<file path="config.mk">
export PLATFORM = sky130hd
export DESIGN_NAME = pci_isa_irq_router
export DESIGN_NICKNAME = d
export VERILOG_FILES = /design/src/rtl/irq_router_pkg.sv /design/src/rtl/irq_route_decode.sv /design/src/rtl/irq_source_track.sv /design/src/rtl/irq_line_map.sv /design/src/rtl/pci_isa_irq_router.sv
export SDC_FILE = /design/constraint.sdc
export NUM_CORES = 1
export LEC_CHECK = 0
export ABC_CLOCK_PERIOD_IN_PS = 2260
export BUFFER_PORTS_ARGS = -buffer_cell sky130_fd_sc_hd__buf_2
export CAP_MARGIN = 20
export CORE_MARGIN = 8
export CORE_UTILIZATION = 40
export CTS_CLUSTER_DIAMETER = 30
export CTS_CLUSTER_SIZE = 14
export DETAILED_ROUTE_END_ITERATION = 8
export GPL_ROUTABILITY_DRIVEN = 0
export SKIP_LAST_GASP = 1
export SYNTH_ARGS = -nofsm -noshare
export SYNTH_HDL_FRONTEND = slang
export SYNTH_SLANG_ARGS = --single-unit
</file>
<file path="constraint.sdc">
create_clock -name clk -period 2.26 [get_ports clk]
set_input_delay 0.113 -clock clk [delete_from_list [all_inputs] [get_ports clk]]
set_output_delay 0.113 -clock clk [all_outputs]
set_load 0.05 [all_outputs]
</file>
<file path="src/rtl/irq_router_pkg.sv">
package irq_router_pkg;

    localparam int unsigned NUM_LINES = 16;
    localparam int unsigned LINE_W    = $clog2(NUM_LINES);
    localparam int unsigned SRC_W     = 16;
    localparam int unsigned SRC_IDX_W = $clog2(SRC_W);
    localparam int unsigned NUM_FUNCS = 3;
    localparam int unsigned NUM_PINS  = 4;
    localparam int unsigned NUM_SRC   = NUM_FUNCS + NUM_PINS;
    localparam int unsigned PIN_BASE  = 8;
    localparam int unsigned TGT_W     = 8;
    localparam int unsigned CASCADE   = 2;
    localparam logic [TGT_W-1:0] TGT_OFF_LO = '0;
    localparam logic [TGT_W-1:0] TGT_OFF_HI = '1;

    typedef logic [TGT_W-1:0] tgt_t;

    typedef struct packed {
        logic              used;
        logic              bad;
        logic [LINE_W-1:0] line;
    } route_t;

    // Source index s: 0..NUM_FUNCS-1 are functions 2,3,5; the rest are pins A..D.
    function automatic logic [SRC_IDX_W-1:0] src_bit(input int s);
        logic [SRC_IDX_W-1:0] b;
        if (s == 0)                   b = SRC_IDX_W'(2);
        else if (s == 1)              b = SRC_IDX_W'(3);
        else if (s == 2)              b = SRC_IDX_W'(5);
        else                          b = SRC_IDX_W'(PIN_BASE + s - NUM_FUNCS);
        return b;
    endfunction

    function automatic route_t classify(input tgt_t t);
        route_t r;
        r = '0;
        r.line = t[LINE_W-1:0];
        if (t == TGT_OFF_LO || t == TGT_OFF_HI) begin
            r.used = 1'b0;
        end else if (t > tgt_t'(NUM_LINES - 1) || t == tgt_t'(CASCADE)) begin
            r.bad = 1'b1;
        end else begin
            r.used = 1'b1;
        end
        return r;
    endfunction

    function automatic tgt_t pin_target(input int p, input logic [7:0] s0,
                                        input logic [7:0] s1, input logic [7:0] s2);
        tgt_t t;
        case (p)
            0:       t = {4'h0, s0[7:4]};
            1:       t = {4'h0, s1[3:0]};
            2:       t = {4'h0, s1[7:4]};
            default: t = {4'h0, s2[7:4]};
        endcase
        return t;
    endfunction

endpackage

</file>
<file path="src/rtl/irq_route_decode.sv">
module irq_route_decode
    import irq_router_pkg::*;
(
    input  logic [7:0]                 cfg_sel0_i,
    input  logic [7:0]                 cfg_sel1_i,
    input  logic [7:0]                 cfg_sel2_i,
    input  logic [NUM_FUNCS*TGT_W-1:0] fn_line_i,
    output route_t [NUM_SRC-1:0]       routes_o
);

    logic unused_nib;
    assign unused_nib = ^{cfg_sel0_i[3:0], cfg_sel2_i[3:0]};

    for (genvar f = 0; f < NUM_FUNCS; f++) begin : g_fn
        assign routes_o[f] = classify(fn_line_i[f*TGT_W +: TGT_W]);
    end

    for (genvar p = 0; p < NUM_PINS; p++) begin : g_pin
        assign routes_o[NUM_FUNCS + p] =
            classify(pin_target(p, cfg_sel0_i, cfg_sel1_i, cfg_sel2_i));
    end

endmodule

</file>
<file path="src/rtl/irq_source_track.sv">
module irq_source_track
    import irq_router_pkg::*;
(
    input  logic               clk,
    input  logic               rst_n,
    input  logic [NUM_SRC-1:0] lvl_i,
    output logic [NUM_SRC-1:0] chg_o,
    output logic [SRC_W-1:0]   glob_d_o
);

    typedef struct packed {
        logic [SRC_W-1:0] glob;
    } trk_t;

    trk_t trk_d, trk_q;

    always_comb begin
        trk_d = trk_q;
        chg_o = '0;
        for (int s = 0; s < NUM_SRC; s++) begin
            chg_o[s] = lvl_i[s] ^ trk_q.glob[src_bit(s)];
            trk_d.glob[src_bit(s)] = lvl_i[s];
        end
    end

    always_ff @(posedge clk or negedge rst_n) begin
        if (!rst_n) trk_q <= '0;
        else        trk_q <= trk_d;
    end

    assign glob_d_o = trk_d.glob;

    for (genvar s = 0; s < NUM_SRC; s++) begin : g_chk
        // each state bit equals the level sampled at the previous edge
        assert_state_follows_R4: assert property (@(posedge clk) disable iff (!rst_n)
            $past(rst_n) |-> trk_q.glob[src_bit(s)] == $past(lvl_i[s]));
    end

endmodule

</file>
<file path="src/rtl/irq_line_map.sv">
module irq_line_map
    import irq_router_pkg::*;
(
    input  logic                  clk,
    input  logic                  rst_n,
    input  logic [NUM_SRC-1:0]    lvl_i,
    input  logic [NUM_SRC-1:0]    chg_i,
    input  route_t [NUM_SRC-1:0]  routes_i,
    input  logic [SRC_W-1:0]      glob_d_i,
    output logic [NUM_LINES-1:0]  irq_o,
    output logic                  err_o
);

    typedef struct packed {
        logic [NUM_LINES-1:0][SRC_W-1:0] bm;
        logic [NUM_LINES-1:0]            irq;
        logic                            err;
    } map_t;

    map_t map_d, map_q;

    always_comb begin
        map_d     = map_q;
        map_d.err = 1'b0;
        for (int s = 0; s < NUM_SRC; s++) begin
            if (chg_i[s]) begin
                if (routes_i[s].bad) begin
                    map_d.err = 1'b1;
                end else if (routes_i[s].used) begin
                    map_d.bm[routes_i[s].line][src_bit(s)] = lvl_i[s];
                end
            end
        end
        for (int i = 0; i < NUM_LINES; i++) begin
            map_d.bm[i]  = map_d.bm[i] & glob_d_i;
            map_d.irq[i] = |map_d.bm[i];
        end
    end

    always_ff @(posedge clk or negedge rst_n) begin
        if (!rst_n) map_q <= '0;
        else        map_q <= map_d;
    end

    assign irq_o = map_q.irq;
    assign err_o = map_q.err;

    // the cascade line and line 0 are never driven
    assert_no_cascade_R9: assert property (@(posedge clk) disable iff (!rst_n)
        !irq_o[CASCADE] && !irq_o[0]);

    // an error pulse is always preceded by a source edge
    assert_err_on_edge_R7: assert property (@(posedge clk) disable iff (!rst_n)
        ($past(rst_n) && err_o) |-> $past(|chg_i));

    // without any source edge the lines hold
    assert_quiet_hold_R8: assert property (@(posedge clk) disable iff (!rst_n)
        (chg_i == '0) |=> $stable(irq_o));

endmodule

</file>
<file path="src/rtl/pci_isa_irq_router.sv">
module pci_isa_irq_router
    import irq_router_pkg::*;
(
    input  logic                       clk,
    input  logic                       rst_n,
    input  logic [NUM_PINS-1:0]        pin_lvl,
    input  logic [NUM_FUNCS-1:0]       fn_lvl,
    input  logic [7:0]                 cfg_sel0,
    input  logic [7:0]                 cfg_sel1,
    input  logic [7:0]                 cfg_sel2,
    input  logic [NUM_FUNCS*TGT_W-1:0] fn_line,
    output logic [NUM_LINES-1:0]       isa_irq,
    output logic                       route_err
);

    logic [NUM_SRC-1:0]   lvl;
    logic [NUM_SRC-1:0]   chg;
    logic [SRC_W-1:0]     glob_d;
    route_t [NUM_SRC-1:0] routes;

    assign lvl = {pin_lvl, fn_lvl};

    irq_route_decode u_decode (
        .cfg_sel0_i (cfg_sel0),
        .cfg_sel1_i (cfg_sel1),
        .cfg_sel2_i (cfg_sel2),
        .fn_line_i  (fn_line),
        .routes_o   (routes)
    );

    irq_source_track u_track (
        .clk      (clk),
        .rst_n    (rst_n),
        .lvl_i    (lvl),
        .chg_o    (chg),
        .glob_d_o (glob_d)
    );

    irq_line_map u_map (
        .clk      (clk),
        .rst_n    (rst_n),
        .lvl_i    (lvl),
        .chg_i    (chg),
        .routes_i (routes),
        .glob_d_i (glob_d),
        .irq_o    (isa_irq),
        .err_o    (route_err)
    );

    // with every source low, every line is low after the edge
    assert_idle_low_R5: assert property (@(posedge clk) disable iff (!rst_n)
        (pin_lvl == '0 && fn_lvl == '0) |=> (isa_irq == '0));

endmodule

</file>
==> flow_metrics.tcl <==
set metrics [dict create \
    status "completed" \
    overflow 0 \
    p_leak_uw 0.003414 \
    clockBufferDepth 2 \
    wl_per_cell_um 19.60 \
    slew_headroom_pct 56.75 \
    routed_wl_um 15270 \
    final_nets 636 \
    yosys-top-cells-area "dfrtp_1, and2_1, a22o_1" \
    first_pass_iters 5 \
    path_max_fanout 16 \
    clock_sinks 136 \
    yosys.area.top_type "dfrtp_1" \
    num_vias 4359 \
    h-tree-depth 4 \
    setup_viol 0 \
    drt_drc_violations_left 0 \
    initial_core_util_pct 40.22 \
    ys_ff_latch 136 \
    syn_inst 518 \
    period_share_pct 94.25 \
    clock_skew_ns 0.006387 \
    finalMaxSlewViolations 0 \
    syn_to_final_growth_pct 17.68 \
    post-synth-top-count-cell "dfrtp_1" \
    num_io_pins 74 \
    drive_above_1_share_pct 22.17 \
    ctsResizeCount 0 \
    ys.flop_type "dfrtp_1" \
    ant_nets 0 \
    clock_latency_ns 0.41 \
    synth_nets 575 \
    fp.dieArea_mm2 0.01924 \
    ys_warn_count 0 \
    syn_area_mm2 0.006023 \
    whs_ns 0.03338 \
    grt_pass1_vias 4512 \
    max_slew.worst_pin.slew_ns 0.6401 \
    die_h_um 138.7 \
    hpwl_um 11270 \
    irDropWorstVdd_mv 0.5035 \
    synthDistinctLibCells 62 \
    numCtsBuffers 17 \
    post_cts_buffers 0 \
    dp_slack_ns 0.2197 \
    path_clk_slew_ns 0.06 \
    ys_seq_area_share_pct 56.50 \
    fmax_mhz 469.5 \
    critical_path_arrival_ns 2.41 \
    antenna_found_initial 1 \
    die_w_um 138.7 \
    final_core_util_pct 47.33 \
    rsz0062_at_grt "false" \
    fin_ws_ns 0.1300 \
    critPathRequiredTime_ns 2.54 \
    diodes 0 \
    num_rows 45 \
    synth_common_cells "dfrtp_1, nand2_1, and2_1" \
    crit_type "input pin to flop" \
    cts-hold-fix-buffers 6 \
    drt_iter0_drc 354 \
    min_path_type "input pin to flop" \
    drt-vias-per-instance 5.596 \
    io_buffers 65 \
    placedInstanceArea_mm2 0.006447 \
    core_mm2 0.01498 \
    final.setup.tns_ns 0 \
    max_cap_viol_count 0 \
    grt_max_degree 64 \
    clockRootBuffer "clkbuf_16" \
    grt_usage_pct 16.32 \
    crit_path_end_kind "flop" \
    power_density_mw_per_mm2 807.3 \
    hold_violations 0 \
    synth_enable_flop_cells 0 \
    avgSynthCellArea_um2 11.63 \
    fin_crit_ns 2.130 \
    synthArstFlopShare_pct 100.0 \
    grt_pass1_wl_um 24450 \
    synth_top_area_share_pct 56.50 \
    design_area_mm2 0.007088 \
    fillCellCount 1373 \
    cp-start-kind "input pin" \
    cts_tree "done" \
]
[layer usage]
layer  track usage (%)  wire length, µm  part of all wire [%]
met2             25.87             7164                    47
met4             5.661              271                   1.8
met5                 0               13                 0.085
met1             20.48             6863                    45
met3             5.473              951                   6.2
[final timing paths]
kind,slack [ns],from,cells past startpoint,endpoint
setup / recovery,0.13,pin_lvl[0],6,u_map.irq_o[4]
hold reg to reg,0.46,u_map.map_q[180],2,u_map.map_q[180]
min in group asynchronous,0.20,rst_n,2,u_map.map_q[246]
hold / removal,0.03,fn_lvl[1],1,u_track.trk_q[3]
max in group asynchronous,1.38,rst_n,3,u_map.map_q[163]
setup reg to reg,0.18,u_track.trk_q[9],4,u_map.irq_o[4]
[through the flow]
| stage | power [µW] | cells |
|---|---|---|
| after floorplan | 2872 | 518 |
| after global placement | 3058 | 742 |
| after detailed placement | 3065 | 742 |
| after CTS | 5772 | 779 |
| after global routing | 5928 | 779 |
| final | 5722 | 779 |
[placed cells by master (no fill, tap or decap), types with 9 or more instances in the layout]
cell / n
buf_2: 64
or4_1: 19
nor3_1: 12
clkbuf_16: 17
a32o_1: 13
dfrtp_1: 136
nor2b_1: 11
o21a_1: 18
nand2b_1: 10
a22o_1: 18
nor4b_1: 9
buf_4: 12
nor2_1: 24
and2_1: 26
nand2_1: 38
nor4_1: 12
inv_1: 13
[flip-flops by register name (all words and copies together) (netlist names)]
| register | flops |
|---|---|
| u_map.map_q | 112 |
| u_map.irq_o | 16 |
| u_map.err_o | 1 |
| u_track.trk_q | 7 |
[cell type report]
type	count	area (µm²)	share of cell area, %
Inverter	13	48.80	0.6884
Timing Repair Buffer	84	501.7	7.079
Tap cell	188	235.2	3.319
Clock buffer	19	452.9	6.390
Clock inverter	12	127.6	1.801
Sequential cell	136	3403	48.01
Multi-Input combinational cell	327	2318	32.71
[where the power goes]
group	leakage (µW)	switching (µW)	internal [µW]
sequential	0.00187	24.5	2490
clock	0.000277	1020	1670
combinational	0.00127	361	158
total	0.00341	1410	4310
[worst max-delay path, cell delays in order]
cell	delay, ns
dlygate4sd3_1	0.56
buf_2	0.22
nor4bb_1	0.21
a22o_1	0.21
or4_1	0.56
or4b_1	0.54
[cells by family (layout without fill, tap and decap cells)]
family | count (synthesis) | in the layout | share of synthesized area, %
xor gates and xnor gates | 8 | 8 | 1.600
buffers and inverters | 55 | 128 | 5.006
AOI/OAI and AO/OA | 112 | 112 | 15.66
DFF | 136 | 136 | 56.50
and+or+nand+nor | 207 | 207 | 21.23
Note: power is estimated with default switching activity, not from simulation.
